$ cat src/rtl/bpd_pkg.sv
package bpd_pkg;

  // Number of bits the test mode shifts the selected delays right.
  localparam int unsigned TEST_SHIFT = 7;

  // Shortened test-mode count, never less than one tick.
  function automatic int unsigned fast_count(input int unsigned normal);
    int unsigned shifted;
    shifted = normal >> TEST_SHIFT;
    return (shifted == 0) ? 1 : shifted;
  endfunction

  function automatic int unsigned max3(input int unsigned a, input int unsigned b,
                                       input int unsigned c);
    int unsigned m;
    m = (a > b) ? a : b;
    return (m > c) ? m : c;
  endfunction

  // Charge-side state.
  typedef enum logic {
    CHG_ALLOW = 1'b0,
    CHG_BLOCK = 1'b1
  } chg_state_e;

endpackage

$ cat src/rtl/bpd_tick_counter.sv
module bpd_tick_counter #(
  parameter int unsigned CW = 8
) (
  input  logic          clk,
  input  logic          rst_n,
  input  logic          tick_en,
  input  logic          run,
  output logic [CW-1:0] cnt_q,
  output logic [CW-1:0] cnt_inc
);

  logic [CW-1:0] cnt_d;

  // Saturating increment: the value the count takes if this tick is counted.
  always_comb begin
    if (cnt_q == {CW{1'b1}}) begin
      cnt_inc = cnt_q;
    end else begin
      cnt_inc = cnt_q + {{(CW-1){1'b0}}, 1'b1};
    end
  end

  always_comb begin
    cnt_d = cnt_q;
    if (tick_en) begin
      cnt_d = run ? cnt_inc : '0;
    end
  end

  always_ff @(posedge clk or negedge rst_n) begin
    if (!rst_n) begin
      cnt_q <= '0;
    end else begin
      cnt_q <= cnt_d;
    end
  end

endmodule

$ cat src/rtl/bpd_charge_ctrl.sv
module bpd_charge_ctrl
  import bpd_pkg::*;
#(
  parameter int unsigned CW       = 10,
  parameter int unsigned OC_NORM  = 512,
  parameter int unsigned ALM_NORM = 100
) (
  input  logic clk,
  input  logic rst_n,
  input  logic tick_en,
  input  logic test_mode,
  input  logic oc_flag,
  input  logic rel_flag,
  input  logic low_flag,
  output logic chg_en
);

  localparam int unsigned OC_FAST  = fast_count(OC_NORM);
  localparam int unsigned ALM_FAST = fast_count(ALM_NORM);
  localparam logic [CW-1:0] OC_N_L  = CW'(OC_NORM);
  localparam logic [CW-1:0] OC_T_L  = CW'(OC_FAST);
  localparam logic [CW-1:0] ALM_N_L = CW'(ALM_NORM);
  localparam logic [CW-1:0] ALM_T_L = CW'(ALM_FAST);

  chg_state_e    state_q, state_d;
  logic          low_q, low_d;
  logic          oc_run, alm_run;
  logic [CW-1:0] oc_cnt, oc_inc, alm_cnt, alm_inc;
  logic [CW-1:0] oc_lim, alm_lim;
  logic          oc_hit, alm_hit;

  assign oc_lim  = test_mode ? OC_T_L  : OC_N_L;
  assign alm_lim = test_mode ? ALM_T_L : ALM_N_L;

  assign oc_run  = oc_flag && (state_q == CHG_ALLOW);
  assign alm_run = rel_flag && (state_q == CHG_BLOCK);

  bpd_tick_counter #(.CW(CW)) u_oc_cnt (
    .clk(clk), .rst_n(rst_n), .tick_en(tick_en), .run(oc_run),
    .cnt_q(oc_cnt), .cnt_inc(oc_inc)
  );

  bpd_tick_counter #(.CW(CW)) u_alm_cnt (
    .clk(clk), .rst_n(rst_n), .tick_en(tick_en), .run(alm_run),
    .cnt_q(alm_cnt), .cnt_inc(alm_inc)
  );

  assign oc_hit  = tick_en && oc_run  && (oc_inc  >= oc_lim);
  assign alm_hit = tick_en && alm_run && (alm_inc >= alm_lim);

  always_comb begin
    state_d = state_q;
    unique case (state_q)
      CHG_ALLOW: if (oc_hit)  state_d = CHG_BLOCK;
      CHG_BLOCK: if (alm_hit) state_d = CHG_ALLOW;
      default:                state_d = CHG_ALLOW;
    endcase
  end

  always_comb begin
    low_d = low_q;
    if (tick_en) begin
      low_d = low_flag;
    end
  end

  always_ff @(posedge clk or negedge rst_n) begin
    if (!rst_n) begin
      state_q <= CHG_ALLOW;
      low_q   <= 1'b0;
    end else begin
      state_q <= state_d;
      low_q   <= low_d;
    end
  end

  assign chg_en = (state_q == CHG_ALLOW) && !low_q;

endmodule

$ cat src/rtl/bpd_discharge_ctrl.sv
module bpd_discharge_ctrl #(
  parameter int unsigned CW     = 10,
  parameter int unsigned L1_DLY = 40,
  parameter int unsigned L2_DLY = 10
) (
  input  logic clk,
  input  logic rst_n,
  input  logic tick_en,
  input  logic ioc1_flag,
  input  logic ioc2_flag,
  output logic dis_en
);

  localparam logic [CW-1:0] L1_L = CW'(L1_DLY);
  localparam logic [CW-1:0] L2_L = CW'(L2_DLY);

  logic          trip_q, trip_d;
  logic          run;
  logic [CW-1:0] cnt, inc;
  logic          hit_l1, hit_l2, release_ok;

  // One shared count: it starts when level 1 rises and serves both levels.
  assign run = ioc1_flag && !trip_q;

  bpd_tick_counter #(.CW(CW)) u_shared_cnt (
    .clk(clk), .rst_n(rst_n), .tick_en(tick_en), .run(run),
    .cnt_q(cnt), .cnt_inc(inc)
  );

  assign hit_l1     = tick_en && run && (inc >= L1_L);
  assign hit_l2     = tick_en && run && ioc2_flag && (inc >= L2_L);
  assign release_ok = tick_en && trip_q && !ioc1_flag && !ioc2_flag;

  always_comb begin
    trip_d = trip_q;
    if (hit_l1 || hit_l2) begin
      trip_d = 1'b1;
    end else if (release_ok) begin
      trip_d = 1'b0;
    end
  end

  always_ff @(posedge clk or negedge rst_n) begin
    if (!rst_n) begin
      trip_q <= 1'b0;
    end else begin
      trip_q <= trip_d;
    end
  end

  assign dis_en = !trip_q;

endmodule

$ cat src/rtl/cellguard_delay_ctrl.sv
module cellguard_delay_ctrl
  import bpd_pkg::*;
#(
  parameter int unsigned OC_DLY  = 512,
  parameter int unsigned ALM_DLY = 100,
  parameter int unsigned I1_DLY  = 40,
  parameter int unsigned I2_DLY  = 10
) (
  input  logic clk,
  input  logic rst_n,
  input  logic tick_en,
  input  logic test_mode,
  input  logic oc_flag,
  input  logic rel_flag,
  input  logic ioc1_flag,
  input  logic ioc2_flag,
  input  logic low_flag,
  output logic chg_en,
  output logic dis_en
);

  localparam int unsigned MAX_DLY = max3(OC_DLY, ALM_DLY, I1_DLY);
  localparam int unsigned CW      = $clog2(MAX_DLY + 1);

  bpd_charge_ctrl #(
    .CW(CW), .OC_NORM(OC_DLY), .ALM_NORM(ALM_DLY)
  ) u_charge (
    .clk(clk), .rst_n(rst_n), .tick_en(tick_en), .test_mode(test_mode),
    .oc_flag(oc_flag), .rel_flag(rel_flag), .low_flag(low_flag),
    .chg_en(chg_en)
  );

  bpd_discharge_ctrl #(
    .CW(CW), .L1_DLY(I1_DLY), .L2_DLY(I2_DLY)
  ) u_discharge (
    .clk(clk), .rst_n(rst_n), .tick_en(tick_en),
    .ioc1_flag(ioc1_flag), .ioc2_flag(ioc2_flag),
    .dis_en(dis_en)
  );

endmodule

$ cat config.mk
export PLATFORM = sky130hd
export DESIGN_NAME = cellguard_delay_ctrl
export DESIGN_NICKNAME = d
export VERILOG_FILES = /design/src/rtl/bpd_pkg.sv /design/src/rtl/bpd_tick_counter.sv /design/src/rtl/bpd_charge_ctrl.sv /design/src/rtl/bpd_discharge_ctrl.sv /design/src/rtl/cellguard_delay_ctrl.sv
export SDC_FILE = /design/constraint.sdc
export NUM_CORES = 1
export LEC_CHECK = 0
export CAP_MARGIN = 20
export CORE_MARGIN = 8
export CORE_UTILIZATION = 56
export CTS_BUF_LIST = sky130_fd_sc_hd__clkbuf_4 sky130_fd_sc_hd__clkbuf_8
export CTS_CLUSTER_SIZE = 10
export DETAILED_ROUTE_END_ITERATION = 16
export GPL_TIMING_DRIVEN = 0
export PLACE_DENSITY = 0.79
export RECOVER_POWER = 50
export SETUP_SLACK_MARGIN = 0.3
export SLEW_MARGIN = 0
export SYNTH_ARGS = -nofsm -noshare
export SYNTH_HDL_FRONTEND = slang
export SYNTH_SLANG_ARGS = --single-unit
$ cat constraint.sdc
create_clock -name clk -period 2.7 [get_ports clk]
set_input_delay 0.27 -clock clk [delete_from_list [all_inputs] [get_ports clk]]
set_output_delay 0.27 -clock clk [all_outputs]
set_load 0.01 [all_outputs]
==> results.yml <==
global_route:
  grt_max_degree: 34
  grt_pass1_wl_um: 8980
  grt_pass1_vias: 1928
  antenna_found_initial: 0
  grtUsageTotal_pct: 18.0
  gr-total-overflow: 0
route:
  vias: 2091
  antenna_left: 0
  route.final.wire_length_um: 5520
  vias_per_cell: 6.34
  drtIter0Drc: 198
  drcViolationCount: 0
  firstDrtPassIters: 6
  wl_per_cell_um: 16.7
placement:
  io_buffers: 10
  gp_congestion: 0.929
  dp_cells: 311
  hpwl_um: 3550
logic_synthesis:
  synth.largest_area_cell: "dfrtp_1"
  synth_top_flop_cell: "dfrtp_1"
  yosysMostFrequentCell: "dfrtp_1"
  async_flop_share_pct: 100
  synth_top_area_share_pct: 38.0
  avgSynthCellArea_um2: 8.60
  yosys-top-cells-count: "dfrtp_1, a21oi_1, nand2_1"
  syn_area_um2: 2170
  ys_seq_area_share_pct: 38.0
  yosysUniqueCellTypes: 47
  syn_inst: 253
  synthTopCellsByArea: "dfrtp_1, a21oi_1, ha_1"
  syn_nets: 271
  ys_seq_elements: 33
  synth_warnings: 0
  synth_edf_count: 0
setup_path:
  end_kind: "flop"
  crit_chain: "and3_4, nand2_2, or2_4, nor2_1, mux2_2, ha_1, nor2b_1, o2111ai_1, o31ai_2, o311ai_1"
  r2r_cells: 10
  critPathLaunchType: "flop"
  cpMaxStageDelayCell: "dfrtp_2"
  reg2reg_slack_ns: 0.26
  arrival_ns: 2.60
  crit-reg2reg-launch: "u_charge.u_oc_cnt.cnt_q[2]"
  worstSetupPathType: "flop to flop"
  crit_fanout: 7
  slowest_delay_ns: 0.43
  reg2reg_to: "u_charge.state_q"
  worstPathRequired_ns: 2.86
  cp_num_buf_inv: 0
  cp_top_family: "simple AND/OR/NAND/NOR gates"
layout:
  area_growth_pct: 20.1
  fin_cells: 330
  final_nets: 299
  fillers: 305
  drive_gt1_share_pct: 18.8
  n_antenna_cell: 0
  fin_util_pct: 70.8
power:
  power.density_nw_per_um2: 415
  vdd_drop_max_mv: 0.326
  power_leakage_uw: 0.00107
sta:
  fin_crit_sh_pct: 90.2
  slew_violations: 34
  rsz0062_at_grt: "true"
  setup_violations: 0
  worst_pin_slew_ns: 1.76
  hold_ws_ns: 0.442
  max_freq_ghz: 0.411
  period_needed_ns: 2.44
  hold_viol: 0
  maxSlewHeadroom_pct: -17.5
  finClkSkew_ns: 0.00686
status:
  status: "finished, violations left"
  violations: "max-capacitance violations, max-slew violations"
clocking:
  tritoncts: "built"
  clock_latency_ns: 0.29
  max-clock-path-buffers: 2
  clk_pin_slew_ns: 0.07
  h-tree-depth: 2
  cts-buffers-inserted: 5
  clkSinkCount: 33
  clock-root-buffer: "clkbuf_8"
floorplanning:
  die_area_um2: 6130
  rows: 22
  initial_core_util_pct: 59.0
  core-area_um2: 3690
  die_w_um: 78.3
  dieHeight_um: 78.3
  num_io_pins: 11
hold_path:
  worstHoldPathType: "input pin to async pin"
flow_run:
  drv_cap: 1
-- layout make-up --
cell class,instances,area [µm²],share of cell area (%)
Clock inverter,1,5.00,0.192
Clock buffer,7,96.3,3.69
Timing Repair Buffer,21,176,6.75
Sequential cell,33,832,31.8
Buffer,11,56.3,2.16
Multi-Input combinational cell,204,1370,52.3
Tap cell,48,60.1,2.30
Inverter,5,18.8,0.718
-- power by group --
part	internal [µW]	leakage, µW	total (µW)	switching, µW
combinational	63.6	0.000574	139	75.8
clock	230	0.0000542	421	191
sequential	508	0.000442	524	15.9
total	802	0.00107	1080	282
-- layout by cell type, fill, tap and decap left out, drive strengths merged, types with 9 or more instances in the layout --
cell	netlist	layout
buf	2	14
nand2	24	24
ha	9	9
nand3	15	15
clkdlybuf4s50	0	9
nor2	19	19
clkbuf	9	16
dfrtp	33	33
a21oi	27	27
a31oi	11	11
o21ai	18	18
-- state kept, by name (all words and copies together), names as in the netlist --
signal and cells:
u_charge.u_alm_cnt.cnt_q 10, u_charge.u_oc_cnt.cnt_q 10, u_discharge.u_shared_cnt.cnt_q 10, u_charge.low_q 1, u_charge.state_q 1, u_discharge.trip_q 1
-- cell families (layout without fill, tap and decap cells) --
| logic type | after synthesis | after routing | synth area share [%] |
|---|---|---|---|
| fa+ha+maj | 9 | 9 | 5.18 |
| flops | 33 | 33 | 38.0 |
| xor+xnor | 5 | 5 | 2.01 |
| mux | 4 | 4 | 2.01 |
| buf+inv | 16 | 45 | 3.11 |
| simple gates | 95 | 95 | 22.8 |
| compound gates | 91 | 91 | 26.9 |
-- metal layers --
metal	part of all wire, %	global-route usage, %	vias up
met5	0	0	-
met4	2.0	8.33	0
met3	5.1	3.19	14
met2	48	28.8	55
met1	45	23.0	1008
li1	-	-	1014
-- through the flow --
step | TNS (ns) | power, µW | setup WS [ns] | cell area [µm²]
2_1_floorplan | 0 | 607 | 0.317 | 2190
3_3_place_gp | -0.297 | 652 | -0.0965 | 2350
3_5_place_dp | -0.486 | 655 | -0.133 | 2340
4_1_cts | 0 | 1070 | 0.161 | 2480
5_1_grt | 0 | 1130 | 0.108 | 2610
6_report | 0 | 1080 | 0.264 | 2610
-- how the worst max path moves through the flow --
stage | startpoint | endpoint | slack, ns | cells after the start
after floorplan | u_charge.u_alm_cnt.cnt_q[1] | u_charge.state_q | 0.32 | 11
after global placement | tick_en | u_charge.u_oc_cnt.cnt_q[8] | -0.1 | 7
after detailed placement | tick_en | u_charge.u_oc_cnt.cnt_q[4] | -0.13 | 7
after CTS | u_charge.u_oc_cnt.cnt_q[2] | u_charge.state_q | 0.16 | 10
after global routing | u_charge.u_alm_cnt.cnt_q[0] | u_charge.state_q | 0.11 | 11
final | u_charge.u_oc_cnt.cnt_q[2] | u_charge.state_q | 0.26 | 10
-- timing repair --
item,CTS,global route
setup buffers,2,9
resized for setup,6,19
hold buffers,0,0
pin swaps,1,7
setup endpoints to repair,7,5
Note: power is estimated with default switching activity, not from simulation.
